--- config.mk ---
export PLATFORM = sky130hd
export DESIGN_NAME = tmr_wavegen
export DESIGN_NICKNAME = d
export VERILOG_FILES = /design/src/rtl/tmr_wavegen.sv
export SDC_FILE = /design/constraint.sdc
export NUM_CORES = 1
export LEC_CHECK = 0
export BUFFER_PORTS_ARGS = -buffer_cell sky130_fd_sc_hd__buf_4
export CAP_MARGIN = 20
export CORE_ASPECT_RATIO = 1.1
export CORE_MARGIN = 2
export CORE_UTILIZATION = 40
export CTS_CLUSTER_SIZE = 25
export DETAILED_ROUTE_END_ITERATION = 10
export REMOVE_ABC_BUFFERS = 1
export SLEW_MARGIN = 20
export SYNTH_ARGS = -nofsm -noshare
export SYNTH_HDL_FRONTEND = slang
export SYNTH_SLANG_ARGS = --single-unit
--- constraint.sdc ---
create_clock -name clk -period 7.6 [get_ports clk]
set_clock_uncertainty 0.05 [all_clocks]
set_input_delay 1.14 -clock clk [delete_from_list [all_inputs] [get_ports clk]]
set_output_delay 1.14 -clock clk [all_outputs]
set_load 0.01 [all_outputs]
--- src/rtl/tmr_wavegen.sv ---
module tmr_wavegen #(
  parameter int CW  = 16,
  parameter int NCH = 4
) (
  input  logic              clk,
  input  logic              rst_n,
  input  logic              tick,
  input  logic [2:0]        mode,
  input  logic              cnt_down,
  input  logic [CW-1:0]     per_wdata,
  input  logic              per_we,
  input  logic [NCH*CW-1:0] cc_wdata,
  input  logic [NCH-1:0]    cc_we,
  input  logic [NCH-1:0]    inv_en,
  input  logic [NCH-1:0]    irq_en,
  input  logic [NCH-1:0]    evt_en,
  input  logic [NCH-1:0]    mc_clr,
  input  logic              ovf_clr,
  output logic [NCH-1:0]    wo,
  output logic [NCH-1:0]    mc_flag,
  output logic              ovf_flag,
  output logic              irq,
  output logic [NCH-1:0]    mc_evt,
  output logic              ovf_evt,
  output logic [NCH-1:0]    dma_req
);

  localparam logic [2:0] M_FTOG   = 3'd0;
  localparam logic [2:0] M_MTOG   = 3'd1;
  localparam logic [2:0] M_DSCRIT = 3'd4;
  localparam logic [2:0] M_DSBOT  = 3'd5;
  localparam logic [2:0] M_DSBOTH = 3'd6;
  localparam logic [2:0] M_DSTOP  = 3'd7;
  localparam logic [CW-1:0] ZERO  = '0;
  localparam logic [CW-1:0] ONE   = {{(CW-1){1'b0}}, 1'b1};

  logic [CW-1:0]  cnt, cnt_nxt, per_act, per_buf, top;
  logic           per_pend, slope_dn, slope_nxt;
  logic           ev_top, ev_zero, upd, ovf_hit;
  logic [CW-1:0]  cc_act [NCH];
  logic [CW-1:0]  cc_buf [NCH];
  logic [NCH-1:0] cc_pend, hit, below, tgl;

  wire dual = mode[2];
  wire freq = (mode == M_FTOG) || (mode == M_MTOG);

  assign top = (mode == M_MTOG) ? cc_act[0] : per_act;

  always_comb begin
    cnt_nxt   = cnt;
    slope_nxt = 1'b0;
    ev_top    = 1'b0;
    ev_zero   = 1'b0;
    if (dual) begin
      slope_nxt = slope_dn;
      if (top == ZERO) begin
        cnt_nxt   = ZERO;
        slope_nxt = 1'b0;
        ev_top    = 1'b1;
        ev_zero   = 1'b1;
      end else if (!slope_dn) begin
        if (cnt >= top) begin
          cnt_nxt   = cnt - ONE;
          slope_nxt = 1'b1;
          ev_top    = 1'b1;
        end else begin
          cnt_nxt = cnt + ONE;
        end
      end else if (cnt == ZERO) begin
        cnt_nxt   = ONE;
        slope_nxt = 1'b0;
        ev_zero   = 1'b1;
      end else begin
        cnt_nxt = cnt - ONE;
      end
    end else if (cnt_down) begin
      if (cnt == ZERO) begin
        cnt_nxt = top;
        ev_zero = 1'b1;
      end else begin
        cnt_nxt = cnt - ONE;
      end
    end else begin
      if (cnt >= top) begin
        cnt_nxt = ZERO;
        ev_top  = 1'b1;
      end else begin
        cnt_nxt = cnt + ONE;
      end
    end
  end

  assign upd = dual ? ev_zero : (ev_top | ev_zero);

  always_comb begin
    case (mode)
      M_DSCRIT, M_DSBOT: ovf_hit = ev_zero;
      M_DSBOTH:          ovf_hit = ev_top | ev_zero;
      M_DSTOP:           ovf_hit = ev_top;
      default:           ovf_hit = ev_top | ev_zero;
    endcase
  end

  genvar g;
  generate
    for (g = 0; g < NCH; g++) begin : g_ch
      assign hit[g]   = (cnt == cc_act[g]);
      assign below[g] = (cnt < cc_act[g]);
      assign wo[g]    = (freq ? tgl[g] : below[g]) ^ inv_en[g];
    end
  endgenerate

  assign irq = |(mc_flag & irq_en);

  always_ff @(posedge clk or negedge rst_n) begin
    if (!rst_n) begin
      cnt      <= ZERO;
      slope_dn <= 1'b0;
      per_act  <= ZERO;
      per_buf  <= ZERO;
      per_pend <= 1'b0;
      cc_pend  <= '0;
      tgl      <= '0;
      mc_flag  <= '0;
      ovf_flag <= 1'b0;
      mc_evt   <= '0;
      ovf_evt  <= 1'b0;
      dma_req  <= '0;
      for (int i = 0; i < NCH; i++) begin
        cc_act[i] <= ZERO;
        cc_buf[i] <= ZERO;
      end
    end else begin
      if (tick) begin
        cnt      <= cnt_nxt;
        slope_dn <= slope_nxt;
      end
      if (tick && upd && per_pend) per_act <= per_buf;
      if (per_we) begin
        per_buf  <= per_wdata;
        per_pend <= 1'b1;
      end else if (tick && upd) begin
        per_pend <= 1'b0;
      end
      for (int i = 0; i < NCH; i++) begin
        if (tick && upd && cc_pend[i]) cc_act[i] <= cc_buf[i];
        if (cc_we[i]) begin
          cc_buf[i]  <= cc_wdata[i*CW +: CW];
          cc_pend[i] <= 1'b1;
        end else if (tick && upd) begin
          cc_pend[i] <= 1'b0;
        end
      end
      tgl      <= tgl ^ ({NCH{tick & freq}} & hit);
      mc_flag  <= (mc_flag & ~mc_clr) | ({NCH{tick}} & hit);
      ovf_flag <= (ovf_flag & ~ovf_clr) | (tick & ovf_hit);
      dma_req  <= {NCH{tick}} & hit;
      mc_evt   <= {NCH{tick}} & hit & evt_en;
      ovf_evt  <= tick & ovf_hit;
    end
  end

endmodule

==> reports/results.ini, run 1 <==
[synth]
netlist.area_leader.share = 0.4474
synthFlopType = dfrtp_1
ys_seq_area_frac = 0.4474
async_flop_share = 1.000
syn_area_per_cell_um2 = 11.50
synth.distinct_cells = 65
synth_area_leaders = dfrtp_1 (45%), mux2_2 (11%), ha_1 (9.3%), mux2_4 (6.7%), inv_1 (2.6%)
yosys.area.top_type = dfrtp_1
synth-seq-cells = 200
syn_area_um2 = 11190
yosysWarnings = 0
synth_edf_count = 0
postSynthCellCount = 973

[pwr]
finalPower_mw = 4.350
seq_power_share = 0.389
p_int_mw = 2.670
clkPwrFrac = 0.216
power_frac_comb = 0.396
power_leakage_nw = 6.355
powerDensity_nw_per_um2 = 332.9
irDropWorstVdd_mv = 0.1602
power_switching_mw = 1.681
swShare = 0.3863

[cells_and_area]
layout-drive-gt1-share = 0.3112
fin_nets = 1278
final_common_cell = dfrtp_1
syn2layout_area_growth_pct = 16.82
antennaDiodeCount = 0
stdcell_count = 1462
mostFrequentLayoutCells = dfrtp_1 (200), buf_4 (131), mux2_2 (113)

[global_route]
grt_max_degree = 128
grt_pass1_wl_mm = 43.84
grt.total_usage = 0.1956
antenna_found_initial = 1
grt_pass1_vias = 7864
grt_overflow = 0

[detailed_routing]
drt_iter0_drc = 451
vias_per_cell = 5.446
vias = 7962
wire_per_inst_um = 18.87
first_pass_iters = 5
routed_wl_mm = 27.58
drc = 0
drtAntennaViolNets = 0

[worst_setup_path]
timing.rr.start = cnt[0]
worstSetupPathType = in -> reg
startpoint_type = input port
cp_max_fo = 17
critical_path.most_common_cell = buf_4
cp_slowest_cell = or3_1
cp_top_family = simple AND/OR/NAND/NOR gates
cp-end-kind = flip-flop
cp_num_buf_inv = 2
startpoint = mode[2]
worstPathRequired_ps = 7920
crit_chain = buf_4 > nor2_1 > buf_4 > nand2_1 > mux2i_1 > ha_1 > a21oi_1 > o21ai_0 > a221oi_1 > nand3_1 > or3_1 > o21a_1 > o211ai_1
arrival_ps = 5500
critical_path.max_stage_delay_ps = 690

[clock_network]
cts_tree = yes
post_cts_hold_buffer_count = 0
path_clk_slew_ps = 80
cts_setup_buffers = 0
cts_inserted_buffers = 17
cts.sink_count = 200
htreeDepth = 4
clockBufferDepth = 2
cts_root_buffer = clkbuf_16
clock_latency_ps = 450
postCtsResizedCells = 0

[status]
outcome = completed

[floorplanning]
num_rows = 64
dieHeight_um = 179.4
dieArea_um2 = 29320
initial_utilization = 0.4049
fp.coreArea_um2 = 27630
num_io_pins = 128
die_x_um = 163.5

[timing]
whs_ps = 422.4
setup_slack_ps = 2420
worst_pin_slew_ps = 1040
period_needed_ps = 5180
finalCritPeriodShare = 0.6816
setup_viol = 0
finalHoldViolations = 0
rsz0062_at_grt = no
slew_viol_final = 0
relSlewSlack = 0.3002
setup_tns_ps = 0
max_freq_mhz = 193.1

[job]
maxCapViolCount = 0

[placement]
dp_cells = 1429
io_buffer_count = 127
dp_slack_ps = 2059
gp_congestion = 0.8929
dp_hpwl_mm = 19.60

[hold_path]
hp-start = tgl[2]
hold_path_class = reg -> reg

synth_stat cells (15+ instances only):
| library cell | n |
|---|---|
| a21o_1 | 21 |
| a21oi_1 | 30 |
| clkbuf_1 | 27 |
| dfrtp_1 | 200 |
| ha_1 | 83 |
| inv_1 | 78 |
| mux2_2 | 113 |
| mux2_4 | 50 |
| mux2i_1 | 22 |
| nand2_1 | 60 |
| nand3_1 | 20 |
| nand4_1 | 18 |
| nor2_1 | 32 |
| nor3_1 | 15 |
| o211ai_1 | 16 |
| o21ai_0 | 23 |
| xnor2_1 | 19 |
sequential cells by signal, summed over array words and instances (netlist names), 4 cells and up:
signal	flops
per_act	16
cnt	16
cc_act	64
tgl	4
cc_buf	64
mc_evt	4
dma_req	4
mc_flag	4
per_buf	16
cc_pend	4
cells by family after synthesis:
family | after synthesis | synth area share
simple gates | 211 | 0.09988
flops | 200 | 0.4474
mux | 185 | 0.2005
compound gates | 144 | 0.08970
buf+inv | 118 | 0.04463
fa+ha+maj | 83 | 0.09283
xor+xnor | 32 | 0.02505
final timing paths:
path | endpoint | slack, ps | cells past startpoint
max | cnt[10] | 2420 | 13
min | tgl[2] | 420 | 1
max reg2reg | cc_act[55] | 3450 | 9
min reg2reg | tgl[2] | 420 | 1
max in group asynchronous | cnt[6] | 5680 | 2
min in group asynchronous | per_buf[6] | 540 | 1
power groups by stage:
stage / Combinational, mW / Sequential (mW) / Clock (mW)
after global placement: 1.66 / 1.71 / 0
final: 1.72 / 1.69 / 0.938
after CTS: 1.72 / 1.69 / 0.964
after detailed placement: 1.71 / 1.71 / 0
after global routing: 1.94 / 1.74 / 1.00
after floorplan: 1.28 / 1.56 / 0
worst register-to-register path, stage by stage (launching register included):
cell      delay (ps)
dfrtp_1          510
inv_1            470
ha_1             260
or4b_2           640
or4_4            520
nand3_2          140
nand2_2           80
a211oi_4         640
nand2_4          330
mux2_4           390
per-stage QoR:
step | instance area, um2 | util
detailed placement | 12440 | 0.4501
global route | 13070 | 0.4731
global placement | 12440 | 0.4501
CTS | 13040 | 0.4721
finish | 13070 | 0.4731
floorplan | 10980 | -
metal layers:
layer / part of all wire / GRT usage / up-vias
met1: 0.44 / 0.2598 / 3940
met2: 0.47 / 0.3131 / 244
met5: 0.00040 / 0 / -
met4: 0.034 / 0.08224 / 2
li1: - / - / 3714
met3: 0.056 / 0.03982 / 62
final cells by class:
cell class / count / area [um2]
clock buffers: 17 / 425.4
clock inverters: 15 / 180.2
repair buffers: 133 / 1025
flip-flops and latches: 200 / 5005
multi-input cells: 655 / 5683
inverters: 79 / 296.5
fillers: 2571 / 14560
well taps: 363 / 454.2
Power figures use the tool's default switching activity.
==> run 2: changes to the inputs <==
==> constraint.sdc (replaced) <==
create_clock -name clk -period 4.25 [get_ports clk]
set_clock_uncertainty 0.05 [all_clocks]
set_input_delay 0.6375 -clock clk [delete_from_list [all_inputs] [get_ports clk]]
set_output_delay 0.6375 -clock clk [all_outputs]
set_load 0.01 [all_outputs]
==> run 2 against run 1 <==
Clock-buffer cell count is 2 higher. Die area stayed put. Register-to-register slack lost 3100 ps. First-iteration DRC count up 3.3%. Sequential power grew 69%. Design area grew 1.2%. Via count unchanged. Cell count rose by 1.6%. Setup slack lost 2000 ps. Wire length is 2.8% higher.
==> reports/results.ini, run 2 (same netlist as run 1, synthesis figures left out) <==
[pwr]
swShare = 0.3815  ; -0.004868
power_frac_comb = 0.428  ; +0.032
clkPwrFrac = 0.211  ; -0.005
seq_power_share = 0.362  ; -0.027
p_int_mw = 4.894  ; +83%
finalPower_mw = 7.913  ; +82%
power_switching_mw = 3.018  ; +80%
power_leakage_nw = 6.471  ; +1.8%
irDropWorstVdd_mv = 0.2508  ; +57%
powerDensity_nw_per_um2 = 598.0  ; +80%

[global_route]
grt_max_degree = 100  ; -22%
antenna_found_initial = 0  ; -1
grt.total_usage = 0.2013  ; +0.005662
grt_pass1_wl_mm = 44.93  ; +2.5%
grt_pass1_vias = 8046  ; +2.3%
grt_overflow = 0  ; unchanged

[timing]
max_freq_mhz = 258.8
worst_pin_slew_ps = 887.2  ; -152.9 ps
finalHoldViolations = 0  ; unchanged
setup_viol = 0  ; unchanged
relSlewSlack = 0.4085  ; +0.1083
period_needed_ps = 3864
slew_viol_final = 0  ; unchanged
finalCritPeriodShare = 0.9091
rsz0062_at_grt = no
setup_tns_ps = 0  ; unchanged

[clock_network]
cts_root_buffer = clkbuf_16
postCtsResizedCells = 0  ; unchanged
clockBufferDepth = 2  ; unchanged
cts_tree = yes
cts_inserted_buffers = 17  ; unchanged
htreeDepth = 4  ; unchanged
path_clk_slew_ps = 80  ; about the same
post_cts_hold_buffer_count = 0  ; unchanged
cts_setup_buffers = 0  ; unchanged
clock_latency_ps = 440  ; about the same
cts.sink_count = 200  ; unchanged

[worst_setup_path]
r2r-end = cc_act[55]
cp-end-kind = flip-flop
r2r_slack_ps = 390  ; -3060 ps
worstSetupPathType = reg -> reg
worstPathRequired_ps = 4520  ; -3400 ps
rr_worst_depth = 9  ; unchanged
startpoint_type = flip-flop
arrival_ps = 4130  ; -1370 ps
cp_max_fo = 16  ; -1
timing.rr.start = cnt[0]

[cells_and_area]
syn2layout_area_growth_pct = 18.28
final_common_cell = dfrtp_1
fin_nets = 1302  ; +1.9%
reg_top3 = cc_act x64, cc_buf x64
antennaDiodeCount = 0  ; unchanged
stdcell_count = 1486  ; +1.6%
multi_input_area_um2 = 5683  ; unchanged
design_area_um2 = 13230  ; +1.2%
mostFrequentLayoutCells = dfrtp_1 (200), buf_4 (155), mux2_2 (113)
fill_cells = 2574  ; +0.12%
layout-drive-gt1-share = 0.3250  ; +0.01383
seq_area_um2 = 5005  ; unchanged

[detailed_routing]
routed_wl_mm = 28.36  ; +2.8%
route.top_layer_used = met4
routedLengthMet1_mm = 13.27  ; +8.6%
wire_per_inst_um = 19.09  ; +1.2%
met3_length_mm = 1.343  ; -13%
vias_per_cell = 5.358  ; -1.6%
drtAntennaViolNets = 0  ; unchanged
met2_length_mm = 13.16  ; +2.4%
drt_iter0_drc = 466  ; +3.3%
vias = 7962  ; unchanged
drc = 0  ; unchanged
first_pass_iters = 5  ; unchanged

[hold_path]
hold_path_class = in -> async

[status]
outcome = completed

[floorplanning]
initial_utilization = 0.4049  ; unchanged
dieHeight_um = 179.4  ; unchanged
num_io_pins = 128  ; unchanged
num_rows = 64  ; unchanged
dieArea_um2 = 29320  ; unchanged
fp.coreArea_um2 = 27630  ; unchanged
die_x_um = 163.5  ; unchanged

[placement]
dp_cells = 1454  ; +1.7%
dp_hpwl_mm = 20.48  ; +4.5%
gp_congestion = 0.9069  ; +1.6%
place_area_um2 = 12640  ; +1.6%
io_buffer_count = 127  ; unchanged

[job]
maxCapViolCount = 0  ; unchanged

==> run 2: cell count changes in the layout (fill, tap and decap cells not counted), sizes merged <==
cell,previous run,this run
clkbuf,18,20
clkinvlp,1,0
inv,85,86
clkinv,7,5
buf,132,156
==> run 2: layout make-up <==
class / count / area share
flip-flops and latches: 200 / 0.3783
well taps: 363 / 0.03433
repair buffers: 157 / 0.09050
clock buffers: 19 / 0.03348
inverters: 79 / 0.02241
clock inverters: 13 / 0.01154
multi-input cells: 655 / 0.4295
==> run 2: worst max-delay path by stage <==
stage,from,end,cells after the start
2_1_floorplan,mode[1],cnt[10],11
3_3_place_gp,mode[1],cc_act[37],13
3_5_place_dp,mode[1],cc_act[45],13
4_1_cts,cnt[5],wo[2],8
5_1_grt,cnt[5],wo[3],8
6_report,cnt[0],cc_act[55],9
==> run 2: routing by layer <==
metal,vias up,track usage
met5,-,0
met4,0,0.05738
met3,33,0.03383
met2,225,0.3205
met1,3952,0.2842
li1,3752,-
==> run 2: per-stage QoR <==
stage / worst slack, ps / hold WS, ps / utilization
floorplan: 37.87 / 291.9 / -
global placement: 177.8 / 407.5 / 0.4574
detailed placement: 123.5 / 412.9 / 0.4574
CTS: 418.6 / 253.8 / 0.4789
global route: 121.0 / 287.0 / 0.4789
finish: 386.2 / 209.1 / 0.4789
==> run 2: worst max-delay path, stage by stage, from the launching register on <==
cell and delay [ps]:
dfrtp_1 530, inv_1 140, ha_1 240, or4b_2 670
or4_4 540, nand3_2 130, nand2_2 80, a211oi_4 660
nand2_4 320, mux2_4 380
==> run 2: power by group through the flow <==
stage,sequential [mW],combinational [mW],clock (mW)
final,2.86,3.38,1.67
after global routing,2.93,3.79,1.79
after CTS,2.87,3.39,1.72
after detailed placement,2.90,3.36,0
after global placement,2.90,3.28,0
after floorplan,2.79,2.29,0
